--- config.mk ---
export PLATFORM = sky130hd
export DESIGN_NAME = rxb_burst_port
export DESIGN_NICKNAME = d
export VERILOG_FILES = /design/src/rtl/rxb_pkg.sv /design/src/rtl/rxb_fifo.sv /design/src/rtl/rxb_line_flags.sv /design/src/rtl/rxb_burst_port.sv
export SDC_FILE = /design/constraint.sdc
export NUM_CORES = 1
export LEC_CHECK = 0
export BUFFER_PORTS_ARGS = -buffer_cell sky130_fd_sc_hd__buf_2
export CAP_MARGIN = 30
export CORE_AREA = 8 8 171 173
export CTS_CLUSTER_SIZE = 12
export DETAILED_ROUTE_END_ITERATION = 8
export DIE_AREA = 0 0 179 181
export GPL_ROUTABILITY_DRIVEN = 0
export PLACE_DENSITY = 0.56
export SLEW_MARGIN = 20
export SYNTH_ARGS = -nofsm -noshare
export SYNTH_HDL_FRONTEND = slang
export SYNTH_SLANG_ARGS = --single-unit
export TNS_END_PERCENT = 50
--- constraint.sdc ---
create_clock -name clk -period 7.7 [get_ports clk]
set_input_delay 0.385 -clock clk [delete_from_list [all_inputs] [get_ports clk]]
set_output_delay 0.385 -clock clk [all_outputs]
set_load 0.05 [all_outputs]
--- src/rtl/rxb_pkg.sv ---
package rxb_pkg;
  localparam int LANES   = 4;
  localparam int BYTE_W  = 8;
  localparam int WORD_W  = LANES * BYTE_W;
  localparam int POP_W   = $clog2(LANES + 1);

  localparam int OFS_STATUS = 0;
  localparam int OFS_BYTE   = 4;
  localparam int OFS_BURST  = 8;
  localparam int OFS_CTRL   = 12;

  localparam logic [WORD_W-1:0] OVR_CLEAR_CODE = 32'h0000_0043;

  localparam int BIT_NO_INT = 20;
  localparam int BIT_READY  = 24;
  localparam int BIT_OVR    = 25;
  localparam int BIT_PAR    = 26;
  localparam int BIT_FRM    = 27;

  typedef struct packed {
    logic frm;
    logic par;
    logic ovr;
  } line_flags_t;
endpackage

--- src/rtl/rxb_fifo.sv ---
module rxb_fifo import rxb_pkg::*; #(
  parameter int DEPTH = 16
) (
  input  logic                       clk,
  input  logic                       rst,
  input  logic                       push,
  input  logic [BYTE_W-1:0]          wdata,
  input  logic [POP_W-1:0]           pop_n,
  output logic [WORD_W-1:0]          window,
  output logic [$clog2(DEPTH):0]     fill,
  output logic                       full
);
  localparam int PTR_W = $clog2(DEPTH);
  localparam int CNT_W = PTR_W + 1;

  logic [BYTE_W-1:0] mem [DEPTH];
  logic [PTR_W-1:0]  wr_ptr;
  logic [PTR_W-1:0]  rd_ptr;

  always_ff @(posedge clk) begin
    if (push) mem[wr_ptr] <= wdata;
  end

  always_ff @(posedge clk) begin
    if (rst) begin
      wr_ptr <= '0;
      rd_ptr <= '0;
      fill   <= '0;
    end else begin
      if (push) wr_ptr <= wr_ptr + PTR_W'(1);
      rd_ptr <= rd_ptr + PTR_W'(pop_n);
      fill   <= fill + CNT_W'(push) - CNT_W'(pop_n);
    end
  end

  assign full = (fill == CNT_W'(DEPTH));

  for (genvar k = 0; k < LANES; k++) begin : g_lane
    logic [PTR_W-1:0] idx;
    assign idx = rd_ptr + PTR_W'(k);
    assign window[k*BYTE_W +: BYTE_W] = (fill > CNT_W'(k)) ? mem[idx] : '0;
  end
endmodule

--- src/rtl/rxb_line_flags.sv ---
module rxb_line_flags import rxb_pkg::*; (
  input  logic        clk,
  input  logic        rst,
  input  logic        set_ovr,
  input  logic        clr_ovr,
  input  logic        set_par,
  input  logic        set_frm,
  input  logic        clr_err,
  output line_flags_t flags
);
  always_ff @(posedge clk) begin
    if (rst) begin
      flags <= '0;
    end else begin
      flags.ovr <= set_ovr | (flags.ovr & ~clr_ovr);
      flags.par <= set_par | (flags.par & ~clr_err);
      flags.frm <= set_frm | (flags.frm & ~clr_err);
    end
  end
endmodule

--- src/rtl/rxb_burst_port.sv ---
module rxb_burst_port import rxb_pkg::*; #(
  parameter int DEPTH      = 16,
  parameter int TRIG_LEVEL = 8,
  parameter int ADDR_W     = 4
) (
  input  logic              clk,
  input  logic              rst,
  input  logic              rx_valid,
  input  logic [7:0]        rx_byte,
  input  logic              rx_parity_err,
  input  logic              rx_frame_err,
  input  logic              bus_rd,
  input  logic              bus_wr,
  input  logic [ADDR_W-1:0] bus_addr,
  input  logic [31:0]       bus_wdata,
  output logic [31:0]       bus_rdata,
  output logic              bus_rvalid
);
  localparam int CNT_W = $clog2(DEPTH) + 1;

  logic [CNT_W-1:0]  fill;
  logic              full;
  logic [WORD_W-1:0] window;
  logic [POP_W-1:0]  pop_n;
  logic              push;
  line_flags_t       flags;
  logic              oe_flag;
  logic              rd_stat, rd_byte, rd_burst, wr_ctrl;
  logic              irq_pend;
  logic [WORD_W-1:0] status_word;

  assign rd_stat  = bus_rd && (bus_addr == ADDR_W'(OFS_STATUS));
  assign rd_byte  = bus_rd && (bus_addr == ADDR_W'(OFS_BYTE));
  assign rd_burst = bus_rd && (bus_addr == ADDR_W'(OFS_BURST));
  assign wr_ctrl  = bus_wr && (bus_addr == ADDR_W'(OFS_CTRL));

  assign push = rx_valid && !full;

  always_comb begin
    pop_n = '0;
    if (rd_byte && fill != '0)
      pop_n = POP_W'(1);
    else if (rd_burst)
      pop_n = (fill >= CNT_W'(LANES)) ? POP_W'(LANES) : POP_W'(fill);
  end

  rxb_fifo #(.DEPTH(DEPTH)) i_fifo (
    .clk    (clk),
    .rst    (rst),
    .push   (push),
    .wdata  (rx_byte),
    .pop_n  (pop_n),
    .window (window),
    .fill   (fill),
    .full   (full)
  );

  rxb_line_flags i_flags (
    .clk     (clk),
    .rst     (rst),
    .set_ovr (rx_valid && full),
    .clr_ovr (wr_ctrl && bus_wdata == OVR_CLEAR_CODE),
    .set_par (push && rx_parity_err),
    .set_frm (push && rx_frame_err),
    .clr_err (rd_stat),
    .flags   (flags)
  );

  assign oe_flag  = flags.ovr;
  assign irq_pend = (fill >= CNT_W'(TRIG_LEVEL)) || flags.ovr || flags.par || flags.frm;

  always_comb begin
    status_word             = '0;
    status_word[7:0]        = 8'(fill);
    status_word[BIT_NO_INT] = !irq_pend;
    status_word[BIT_READY]  = (fill != '0);
    status_word[BIT_OVR]    = flags.ovr;
    status_word[BIT_PAR]    = flags.par;
    status_word[BIT_FRM]    = flags.frm;
  end

  always_ff @(posedge clk) begin
    if (rst) begin
      bus_rdata  <= '0;
      bus_rvalid <= 1'b0;
    end else begin
      bus_rvalid <= bus_rd;
      if (bus_rd) begin
        if (rd_stat)       bus_rdata <= status_word;
        else if (rd_byte)  bus_rdata <= {24'b0, window[7:0]};
        else if (rd_burst) bus_rdata <= window;
        else               bus_rdata <= '0;
      end
    end
  end
endmodule

==> summary.md, run 1 <==
| Metric | Value |
|---|---|
| IO Pins | 84 |
| Clock slew at reported path FFs | 0.07 ns |
| Post-detail-place hpwl | 21100 um |
| Power per cell area | 211 mW/mm2 |
| Max Freq | 283 MHz |
| Yosys top cell area share | 37.0% |
| Reg-to-reg startpoint | i_fifo.rd_ptr[1] |
| Setup CP Type | flip-flop to flip-flop |
| Avg Inst Size Synth | 14.9 um2 |
| Post-synth EDFFs | 128 |
| Setup TNS | 0 ns |
| Final hold violations | 0 |
| Final WL | 30400 um |
| Required time worst endpoint | 8.01 ns |
| Max Buffers Root-to-Sink | 2 |
| Hold/Removal Path Class | input port to flip-flop |
| Fin Clk Skew | 0.0127 ns |
| GRT busiest layer | met2 |
| Crit end category | flip-flop |
| CTS tree | yes |
| Yosys Warn Count | 0 |
| Endpoints failing setup | 0 |
| Yosys cell types | 55 |
| Drc violations | 0 |
| Vias per cell | 6.31 |
| Initial antenna violation count | 0 |
| WL/cell | 26.8 um |
| Status | finished clean |
| Post-layout util | 44.7% |
| Arr. time, crit path | 3.85 ns |
| Total GRT Usage | 18.8% |
| Final Non-Filler Cells | 1133 |
| Final worst path period need | 3.53 ns |
| Post-synthesis net count | 769 |
| M3 GR Usage | 5.15% |
| Die area | 0.0324 mm2 |
| # resized after CTS | 0 |
| # hold bufs at CTS | 0 |
| Fillcell total | 2320 |
| Area Overhead vs Synth | 13.9% |
| MaxCap Viol Count | 0 |
| Final period utilization | 45.9% |
| Post-CTS setup buffer count | 0 |
| First-pass GRT wire length | 45100 um |
| Global route total overflow | 0 |
| Final slew viol count | 0 |
| Starting Density | 39.2% |
| Mapped Area | 0.0104 mm2 |
| Nets@finish | 851 |
| Post-route ant nets | 0 |
| Maximum vdd drop | 0.161 mV |
| Seq/Total Area, Yosys | 46.4% |
| Pwr Total | 2.50 mW |
| M1 GR Usage | 24.1% |
| H-tree Lvls | 4 |
| Die width | 179 um |
| Largest cells by area after synthesis | edfxtp_1, mux4_2, dfxtp_1 |
| Max_slew headroom | 36.2% |
| Clk_lat worst skew | 0.43 ns |
| Unrepaired setup endpoints after global routing | false |
| Leak Pwr | 3.97 nW |
| Crit path from | i_fifo.rd_ptr[1] |
| Vias | 7145 |
| Register area | 0.00483 mm2 |
| Hold path startpoint | rx_parity_err |
| Core ar. | 0.0265 mm2 |
| Share of layout cells above drive strength 1 | 40.7% |
| Port Buf Inserts | 83 |
| Number of synthesized register bits | 177 |
| Post-synth ARST share | 0% |
| Multi-input gate area | 0.00524 mm2 |
| Clk sinks | 177 |
| Worst-path maximum fanout | 64 |
| Worst Setup Start Kind | flip-flop |
| Dpl cells | 1100 |
| Main synth FF type | edfxtp_1 |
| Met2 usage | 29.5% |
| Rows | 60 |
| CTS root buf | clkbuf_16 |
| Antenna Cells | 0 |
| Iteration-0 DRC Markers | 775 |
| Largest net degree at the start of global routing | 65 |
| Biggest area consumer among synthesized cells | edfxtp_1 |
| DR pass1 iterations | 5 |
| Synth Instances | 697 |
| Die Y | 181 um |
| Num CTS Buffers | 17 |
| Vias in the first global route | 7244 |
| Count leader, synth | mux4_2 |
| Worst-margin pin slew | 0.956 ns |
| Most common library cells after synthesis | mux4_2, edfxtp_1, dfxtp_1, nor2_1, nand2_1 |
[area by class of cell]
cell class,count,area share [%]
timing repair buffer,114,5.70
tap,341,3.60
sequential,177,40.8
multi-input combinational,448,44.2
clock buffer,19,3.74
inverter,21,0.666
clock inverter,13,1.27
[report_power, final]
part           total (mW)  internal (mW)  switching (mW)
clock               0.877          0.494           0.383
combinational       0.508          0.213           0.295
sequential           1.12           1.06          0.0518
total                2.50           1.77           0.730
[per-stage QoR]
| step | setup WS [ns] | area (um2) | hold slack, ns |
|---|---|---|---|
| 2_1_floorplan | 4.52 | 10400 | 0.461 |
| 3_3_place_gp | 4.25 | 11200 | 0.439 |
| 3_5_place_dp | 4.16 | 11200 | 0.444 |
| 4_1_cts | 4.13 | 11800 | 0.218 |
| 5_1_grt | 3.97 | 11800 | 0.255 |
| 6_report | 4.17 | 11800 | 0.235 |
[worst paths after layout]
path                      endpoint  slack, ns  cells after the start
setup / recovery     bus_rdata[31]       4.17                      8
hold / removal    i_flags.flags[1]       0.23                      3
setup reg to reg     bus_rdata[31]       4.17                      8
hold reg to reg      bus_rdata[16]       0.45                      2
[logic make-up after synthesis]
group           after synthesis  share of synthesized area, %
compound gates               72                          5.03
xor+xnor                     16                          1.42
fa+ha+maj                    21                          2.67
buf+inv                      72                          3.38
flops                       177                          46.4
mux                         170                          32.8
simple gates                169                          8.33
[metal layers]
metal,wire (um),vias up
met5,0,-
met4,964,0
met3,3070,65
met2,14500,405
met1,11900,3638
li1,-,3037
[worst max-delay path: stages, from the launching register on]
cell and delay [ns]:
dfxtp_2 0.31, buf_4 0.61, inv_1 0.30, ha_2 0.41
buf_4 0.71, mux4_2 0.61, mux2_2 0.28, nand4_1 0.08
nand3_1 0.07
[cells in the final DEF (no fill, tap or decap), types with 6 or more instances in the layout]
master	instances
nor3_1	6
nand2_1	38
mux2_2	33
dfxtp_1	47
nand4_1	34
ha_1	18
nor2b_1	10
nand3_1	13
a22o_1	10
buf_2	83
inv_1	21
xor2_1	9
nor2_1	37
edfxtp_1	128
mux4_2	133
o21ai_0	11
clkbuf_16	17
a22oi_1	9
buf_4	28
a21oi_1	9
nand2b_1	6
a311oi_1	8
nor4_1	6
[state kept, by name, summed over array words and instances (netlist names)]
register / cells
i_fifo.mem: 128
bus_rdata: 32
i_fifo.fill: 5
i_fifo.rd_ptr: 4
i_fifo.wr_ptr: 4
i_flags.flags: 3
bus_rvalid: 1
Note: power is estimated with default switching activity, not from simulation.
==> inputs of run 2 (changes only) <==
==> constraint.sdc (replaced) <==
create_clock -name clk -period 3.6 [get_ports clk]
set_input_delay 0.18 -clock clk [delete_from_list [all_inputs] [get_ports clk]]
set_output_delay 0.18 -clock clk [all_outputs]
set_load 0.05 [all_outputs]
==> summary.md, run 2 (synthesis results as in run 1) <==
| Metric | Value |
|---|---|
| Vias | 7068 (was 7145) |
| Leak Pwr | 3.99 nW (was 3.97 nW) |
| WHS Endpoint | i_flags.flags[2] (was i_flags.flags[1]) |
| Max reg flops | 128 (unchanged) |
| Total GRT Usage | 18.3% (was 18.8%) |
| Initial antenna violation count | 0 (unchanged) |
| Most frequent cells in the layout | mux4_2, edfxtp_1, buf_2 (unchanged) |
| Vias per cell | 6.20 (was 6.31) |
| Worst R2R End | i_fifo.fill[4] (was bus_rdata[31]) |
| Arr. time, crit path | 3.38 ns (was 3.85 ns) |
| Worst-margin pin slew | 0.707 ns (was 0.956 ns) |
| Die Y | 181 um (unchanged) |
| Delay of the slowest critical-path stage | 0.51 ns (was 0.71 ns) |
| Endpoints failing setup | 0 (unchanged) |
| Register area | 0.00483 mm2 (unchanged) |
| Setup CP Type | flip-flop to flip-flop (unchanged) |
| Hold Slack | 0.0435 ns (was 0.235 ns) |
| IO Pins | 84 (unchanged) |
| Final Cell Area | 0.0119 mm2 (was 0.0118 mm2) |
| Cells along the critical path | or3_1 > or3_1 > a31oi_1 > nor2b_1 > ha_1 > inv_1 > ha_1 > fa_1 > a21o_1 > a21oi_1 > xnor2_1 > nor2_1 (was buf_4 > inv_1 > ha_2 > buf_4 > mux4_2 > mux2_2 > nand4_1 > nand3_1) |
| Largest Register | i_fifo.mem (unchanged) |
| Vias in the first global route | 7102 (was 7244) |
| Dpl cell area | 0.0113 mm2 (was 0.0112 mm2) |
| Post-route ant nets | 0 (unchanged) |
| Nets@finish | 858 (was 851) |
| Clock slew at reported path FFs | 0.06 ns (was 0.07 ns) |
| Max Buffers Root-to-Sink | 2 (unchanged) |
| Antenna Cells | 0 (unchanged) |
| Maximum vdd drop | 0.332 mV (was 0.161 mV) |
| Crit end category | flip-flop (unchanged) |
| Reg-to-reg startpoint | i_fifo.fill[2] (was i_fifo.rd_ptr[1]) |
| Global route total overflow | 0 (unchanged) |
| Final hold violations | 0 (unchanged) |
| R2r setup slk | 0.50 ns (was 4.17 ns) |
| R2R cell count | 12 (was 8) |
| Worst-path maximum fanout | 7 (was 64) |
| Dpl cells | 1108 (was 1100) |
| Required time worst endpoint | 3.89 ns (was 8.01 ns) |
| Status | finished clean (unchanged) |
| H-tree Lvls | 4 (unchanged) |
| Multi-input gate area | 0.00523 mm2 (was 0.00524 mm2) |
| Power per cell area | 445 mW/mm2 (was 211 mW/mm2) |
| Fillcell total | 2293 (was 2320) |
| # hold bufs at CTS | 0 (unchanged) |
| Most common library cell in the layout ignoring fill and taps | mux4_2 (unchanged) |
| Port Buf Inserts | 83 (unchanged) |
| Final WL | 29700 um (was 30400 um) |
| Final Non-Filler Cells | 1140 (was 1133) |
| Iteration-0 DRC Markers | 852 (was 775) |
| Rows | 60 (unchanged) |
| Drc violations | 0 (unchanged) |
| Share of layout cells above drive strength 1 | 40.3% (was 40.7%) |
| MaxCap Viol Count | 0 (unchanged) |
| Final period utilization | 86.1% (was 45.9%) |
| Hold/Removal Path Class | input port to flip-flop (unchanged) |
| Post-detail-place hpwl | 20600 um (was 21100 um) |
| Setup TNS | 0 ns (unchanged) |
| Die width | 179 um (unchanged) |
| CTS root buf | clkbuf_16 (unchanged) |
| Largest net degree at the start of global routing | 67 (was 65) |
| Core ar. | 0.0265 mm2 (unchanged) |
| Post-CTS setup buffer count | 0 (unchanged) |
| Max Freq | 323 MHz (was 283 MHz) |
| Unrepaired setup endpoints after global routing | false (unchanged) |
| CTS tree | yes (unchanged) |
| Max_slew headroom | 52.6% (was 36.2%) |
| Starting Density | 39.2% (unchanged) |
| First-pass GRT wire length | 43900 um (was 45100 um) |
| Fin Clk Skew | 0.0119 ns (was 0.0127 ns) |
| Final worst path period need | 3.10 ns (was 3.53 ns) |
| # resized after CTS | 0 (unchanged) |
| Top flop regs | i_fifo.mem: 128 flops, bus_rdata: 32 flops, i_fifo.fill: 5 flops (unchanged) |
| Hold path startpoint | rx_frame_err (was rx_parity_err) |
| Area Overhead vs Synth | 14.5% (was 13.9%) |
| Clk_lat worst skew | 0.43 ns (about the same) |
| Hold Path Depth | 3 (unchanged) |
| CP max-delay cell | or3_1 (was buf_4) |
| DR pass1 iterations | 5 (unchanged) |
| Clk sinks | 177 (unchanged) |
| Num CTS Buffers | 17 (unchanged) |
| Die area | 0.0324 mm2 (unchanged) |
| Worst Setup Start Kind | flip-flop (unchanged) |
| WL/cell | 26.1 um (was 26.8 um) |
| Post-layout util | 44.9% (was 44.7%) |
| Final slew viol count | 0 (unchanged) |
[run 2: cell count changes in the layout (fill, tap and decap cells not counted), moves of 2 or more]
cell,change
inv_6,-3
clkinv_4,-2
clkbuf_1,+5
buf_12,+4
buf_4,+5
[run 2: through the flow]
stage / worst slack, ns / power [mW]
after floorplan: 0.423 / 3.11
after global placement: 0.579 / 3.44
after detailed placement: 0.520 / 3.48
after CTS: 0.505 / 5.32
after global routing: 0.305 / 5.50
final: 0.502 / 5.29
[run 2: cell type report]
class | count | share of cell area (%)
Timing Repair Buffer | 121 | 6.34
Inverter | 21 | 0.662
Clock inverter | 9 | 1.11
Tap cell | 341 | 3.58
Clock buffer | 23 | 3.76
Sequential cell | 177 | 40.6
Multi-Input combinational cell | 448 | 44.0
[run 2: how the worst max path moves through the flow]
stage | endpoint | start | slack (ns) | cells after the start
after floorplan | bus_rdata[23] | i_fifo.rd_ptr[1] | 0.42 | 12
after global placement | i_fifo.fill[4] | i_fifo.fill[0] | 0.58 | 12
after detailed placement | i_fifo.fill[4] | i_fifo.fill[2] | 0.52 | 12
after CTS | i_fifo.fill[4] | i_fifo.fill[2] | 0.51 | 12
after global routing | i_fifo.fill[4] | i_fifo.fill[0] | 0.31 | 12
final | i_fifo.fill[4] | i_fifo.fill[2] | 0.50 | 12
[run 2: report_power, final]
part | leakage, nW | internal (mW) | switching [mW]
clock network | 0.272 | 1.09 | 0.758
registers | 1.56 | 2.28 | 0.0964
logic | 2.16 | 0.456 | 0.612
total | 3.99 | 3.83 | 1.47
[run 2: layer usage]
metal / GRT usage [%] / share of wire, % / vias to the layer above
met5: 0 / 0 / -
met4: 5.76 / 2.4 / 0
met3: 4.30 / 11 / 47
met2: 28.7 / 47 / 377
met1: 24.7 / 40 / 3599
li1: - / - / 3045
[run 2: worst max-delay path: cells and delay by family (launching register included)]
family | cells | cell delay, ns
AO/OA/AOI/OAI | 3 | 0.52
flip-flops | 1 | 0.37
XOR/XNOR | 1 | 0.14
AND/OR/NAND/NOR | 4 | 1.03
buffers and inverters | 1 | 0.04
adder cells (fa/ha/maj) | 3 | 0.87
==> inputs of run 3 (changes only) <==
--- a/config.mk
+++ b/config.mk
@@ -5,12 +5,13 @@
 export SDC_FILE = /design/constraint.sdc
 export NUM_CORES = 1
 export LEC_CHECK = 0
+export ABC_AREA = 1
 export BUFFER_PORTS_ARGS = -buffer_cell sky130_fd_sc_hd__buf_2
 export CAP_MARGIN = 30
-export CORE_AREA = 8 8 171 173
+export CORE_AREA = 8 8 168 170
 export CTS_CLUSTER_SIZE = 12
 export DETAILED_ROUTE_END_ITERATION = 8
-export DIE_AREA = 0 0 179 181
+export DIE_AREA = 0 0 176 178
 export GPL_ROUTABILITY_DRIVEN = 0
 export PLACE_DENSITY = 0.56
 export SLEW_MARGIN = 20
==> summary.md, run 3 <==
| Metric | Value |
|---|---|
| Status | finished clean (unchanged) |
| Max reg flops | 128 (unchanged) |
| Critical Path End | bus_rdata[13] (was i_fifo.fill[4]) |
| Synth Instances | 1277 (was 697) |
| Worst Setup Start Kind | flip-flop (unchanged) |
| Starting Density | 39.1% (was 39.2%) |
| Largest cells by area after synthesis | edfxtp_1, nand3_1, nand2_1 (was edfxtp_1, mux4_2, dfxtp_1) |
| Die width | 176 um (was 179 um) |
| Comb pwr share | 17.5% (was 20.2%) |
| Final hold violations | 0 (unchanged) |
| Post-synth EDFFs | 128 (unchanged) |
| Yosys top cell area share | 38.4% (was 37.0%) |
| Switching share of power | 29.3% (was 27.7%) |
| Iteration-0 DRC Markers | 1409 (was 852) |
| IO Pins | 84 (unchanged) |
| Clk pwr share | 36.1% (was 35.0%) |
| Rows | 59 (was 60) |
| Area Overhead vs Synth | 13.6% (was 14.5%) |
| Largest net degree at the start of global routing | 130 (was 67) |
| Critical path depth in cells | 8 (was 12) |
| Total GRT Usage | 22.4% (was 18.3%) |
| Worst R2R End | bus_rdata[13] (was i_fifo.fill[4]) |
| First-pass GRT wire length | 53000 um (was 43900 um) |
| MaxCap Viol Count | 0 (unchanged) |
| Vias per cell | 5.78 (was 6.20) |
| Power Internal | 3.57 mW (was 3.83 mW) |
| DR pass1 iterations | 6 (was 5) |
| Post-synthesis net count | 1349 (was 769) |
| Max_slew headroom | 42.1% (was 52.6%) |
| Final slew viol count | 0 (unchanged) |
| Largest Register | i_fifo.mem (unchanged) |
| Top delay family on crit path | buffers and inverters (was simple AND/OR/NAND/NOR gates) |
| Num CTS Buffers | 17 (unchanged) |
| Worst-path maximum fanout | 74 (was 7) |
| Die area | 0.0313 mm2 (was 0.0324 mm2) |
| Mapped Area | 0.0100 mm2 (was 0.0104 mm2) |
| Final worst path period need | 2.65 ns (was 3.10 ns) |
| Unrepaired setup endpoints after global routing | false (unchanged) |
| Yosys cell types | 27 (was 55) |
| WL/cell | 21.2 um (was 26.1 um) |
| Final period utilization | 73.5% (was 86.1%) |
| Vias | 9750 (was 7068) |
| R2R cell count | 8 (was 12) |
| Post-detail-place hpwl | 24400 um (was 20600 um) |
| Global route total overflow | 0 (unchanged) |
| Fin Clk Skew | 0.0115 ns (was 0.0119 ns) |
| Sequential share of power | 46.4% (was 44.8%) |
| Reg-to-reg startpoint | i_fifo.rd_ptr[0] (was i_fifo.fill[2]) |
| Drc violations | 0 (unchanged) |
| Nets@finish | 1412 (was 858) |
| CTS root buf | clkbuf_16 (unchanged) |
| Clock slew at reported path FFs | 0.07 ns (was 0.06 ns) |
| Maximum vdd drop | 0.221 mV (was 0.332 mV) |
| Most common library cell in the layout ignoring fill and taps | nand3_1 (was mux4_2) |
| Most common library cells after synthesis | nand3_1, nand2_1, edfxtp_1, a21oi_1, nor2_1 (was mux4_2, edfxtp_1, dfxtp_1, nor2_1, nand2_1) |
| CP dominant cell by count | nand3_1 |
| Die Y | 178 um (was 181 um) |
| Avg Inst Size Synth | 7.84 um2 (was 14.9 um2) |
| Most frequent cells in the layout | nand3_1, nand2_1, edfxtp_1 (was mux4_2, edfxtp_1, buf_2) |
| Pwr Total | 5.04 mW (was 5.29 mW) |
| Seq/Total Area, Yosys | 48.2% (was 46.4%) |
| Core ar. | 0.0256 mm2 (was 0.0265 mm2) |
| Count leader, synth | nand3_1 (was mux4_2) |
| Share of layout cells above drive strength 1 | 12.2% (was 40.3%) |
| Crit end category | flip-flop (unchanged) |
| Max Freq | 378 MHz (was 323 MHz) |
| Power per cell area | 444 mW/mm2 (was 445 mW/mm2) |
| # resized after CTS | 0 (unchanged) |
| Biggest area consumer among synthesized cells | edfxtp_1 (unchanged) |
| Top flop regs | i_fifo.mem: 128 flops, bus_rdata: 32 flops, i_fifo.fill: 5 flops (unchanged) |
| Cells along the critical path | buf_4 > buf_4 > nand2_1 > nand3_1 > nand3_1 > nand3_1 > nand3_1 > a21oi_1 (was or3_1 > or3_1 > a31oi_1 > nor2b_1 > ha_1 > inv_1 > ha_1 > fa_1 > a21o_1 > a21oi_1 > xnor2_1 > nor2_1) |
| Clk sinks | 177 (unchanged) |
| Vias in the first global route | 8734 (was 7102) |
| Post-CTS setup buffer count | 0 (unchanged) |
| Required time worst endpoint | 3.97 ns (was 3.89 ns) |
| Arr. time, crit path | 3.02 ns (was 3.38 ns) |
| Net Sw Power | 1.48 mW (was 1.47 mW) |
| Delay of the slowest critical-path stage | 0.71 ns (was 0.51 ns) |
| Setup TNS | 0 ns (unchanged) |
| Worst-margin pin slew | 0.864 ns (was 0.707 ns) |
| CP max-delay cell | buf_4 (was or3_1) |
| CP Buf/Inv Count | 2 (was 1) |
| Initial antenna violation count | 1 (was 0) |
| Leak Pwr | 4.51 nW (was 3.99 nW) |
| Endpoints failing setup | 0 (unchanged) |
| Main synth FF type | edfxtp_1 (unchanged) |
| Port Buf Inserts | 83 (unchanged) |
| Clk_lat worst skew | 0.44 ns (was 0.43 ns) |
| Yosys Warn Count | 0 (unchanged) |
| Setup CP Type | flip-flop to flip-flop (unchanged) |
| Crit path from | i_fifo.rd_ptr[0] (was i_fifo.fill[2]) |
| Post-synth ARST share | 0% (unchanged) |
| Max Buffers Root-to-Sink | 2 (unchanged) |
| Post-route ant nets | 0 (unchanged) |
| Number of synthesized register bits | 177 (unchanged) |
| Antenna Cells | 0 (unchanged) |
| CTS tree | yes (unchanged) |
| Hold/Removal Path Class | input port to flip-flop (unchanged) |
| R2r setup slk | 0.95 ns (was 0.50 ns) |
| Final WL | 35800 um (was 29700 um) |
| H-tree Lvls | 4 (unchanged) |
==> run 3: power by group through the flow <==
stage	Combinational, mW	Sequential [mW]	Clock (mW)
4_1_cts	0.881	2.34	1.83
2_1_floorplan	0.579	2.40	0
3_3_place_gp	0.864	2.38	0
5_1_grt	0.981	2.35	1.91
6_report	0.885	2.34	1.82
3_5_place_dp	0.875	2.38	0
==> run 3: how the worst min path moves through the flow <==
stage,startpoint,endpoint,slack (ns),cells past startpoint
2_1_floorplan,rx_byte[0],i_fifo.mem[0][0],0.28,0
3_3_place_gp,rx_parity_err,i_flags.flags[1],0.44,3
3_5_place_dp,rx_parity_err,i_flags.flags[1],0.44,3
4_1_cts,rx_valid,i_flags.flags[0],0.03,3
5_1_grt,rx_valid,i_flags.flags[0],0.06,3
6_report,rx_valid,i_flags.flags[0],0.04,3
==> run 3: cells by family after synthesis <==
group                      synth area share [%]
xor gates and xnor gates                  0.437
adders and majority gates                  2.77
AOI/OAI and AO/OA                          3.79
and+or+nand+nor                            39.7
DFF                                        48.2
buffers and inverters                      5.10
==> run 3: routing by layer <==
metal	GRT usage, %	share of wire [%]	vias up
met2	34.4	43	579
met3	5.84	12	70
met5	0	0	-
met1	30.1	42	4501
li1	-	-	4600
met4	8.19	3.0	0
==> run 3: layout make-up <==
type,instances,area [um2]
clock inverters,10,114
flip-flops and latches,177,4830
well taps,335,419
multi-input cells,981,4680
repair buffers,121,731
fillers,2534,14200
inverters,42,159
clock buffers,21,440
==> run 3: metrics by stage <==
stage | hold slack (ns) | instances | instance area, um2 | utilization [%] | setup slack, ns
final | 0.0406 | 1687 | 11400 | 44.4 | 0.954
after global routing | 0.0566 | 1687 | 11400 | 44.4 | 0.788
after CTS | 0.0278 | 1687 | 11400 | 44.4 | 1.09
after detailed placement | 0.442 | 1654 | 10800 | 42.1 | 1.03
after global placement | 0.436 | 1654 | 10800 | 42.1 | 1.06
after floorplan | 0.279 | 1277 | 10000 | - | 1.39
==> run 3: repair_timing <==
| action | in CTS | in global routing |
|---|---|---|
| hold buffers | 2 | 0 |
| setup endpoints to repair | 0 | 0 |
| hold endpoints to repair | 2 | 0 |
==> run 3: tightest hold or removal path: cells and delay by family <==
family	cells	cell delay, ns
and+or+nand+nor	1	0.08
buffers and inverters	1	0.11
AOI/OAI and AO/OA	1	0.06
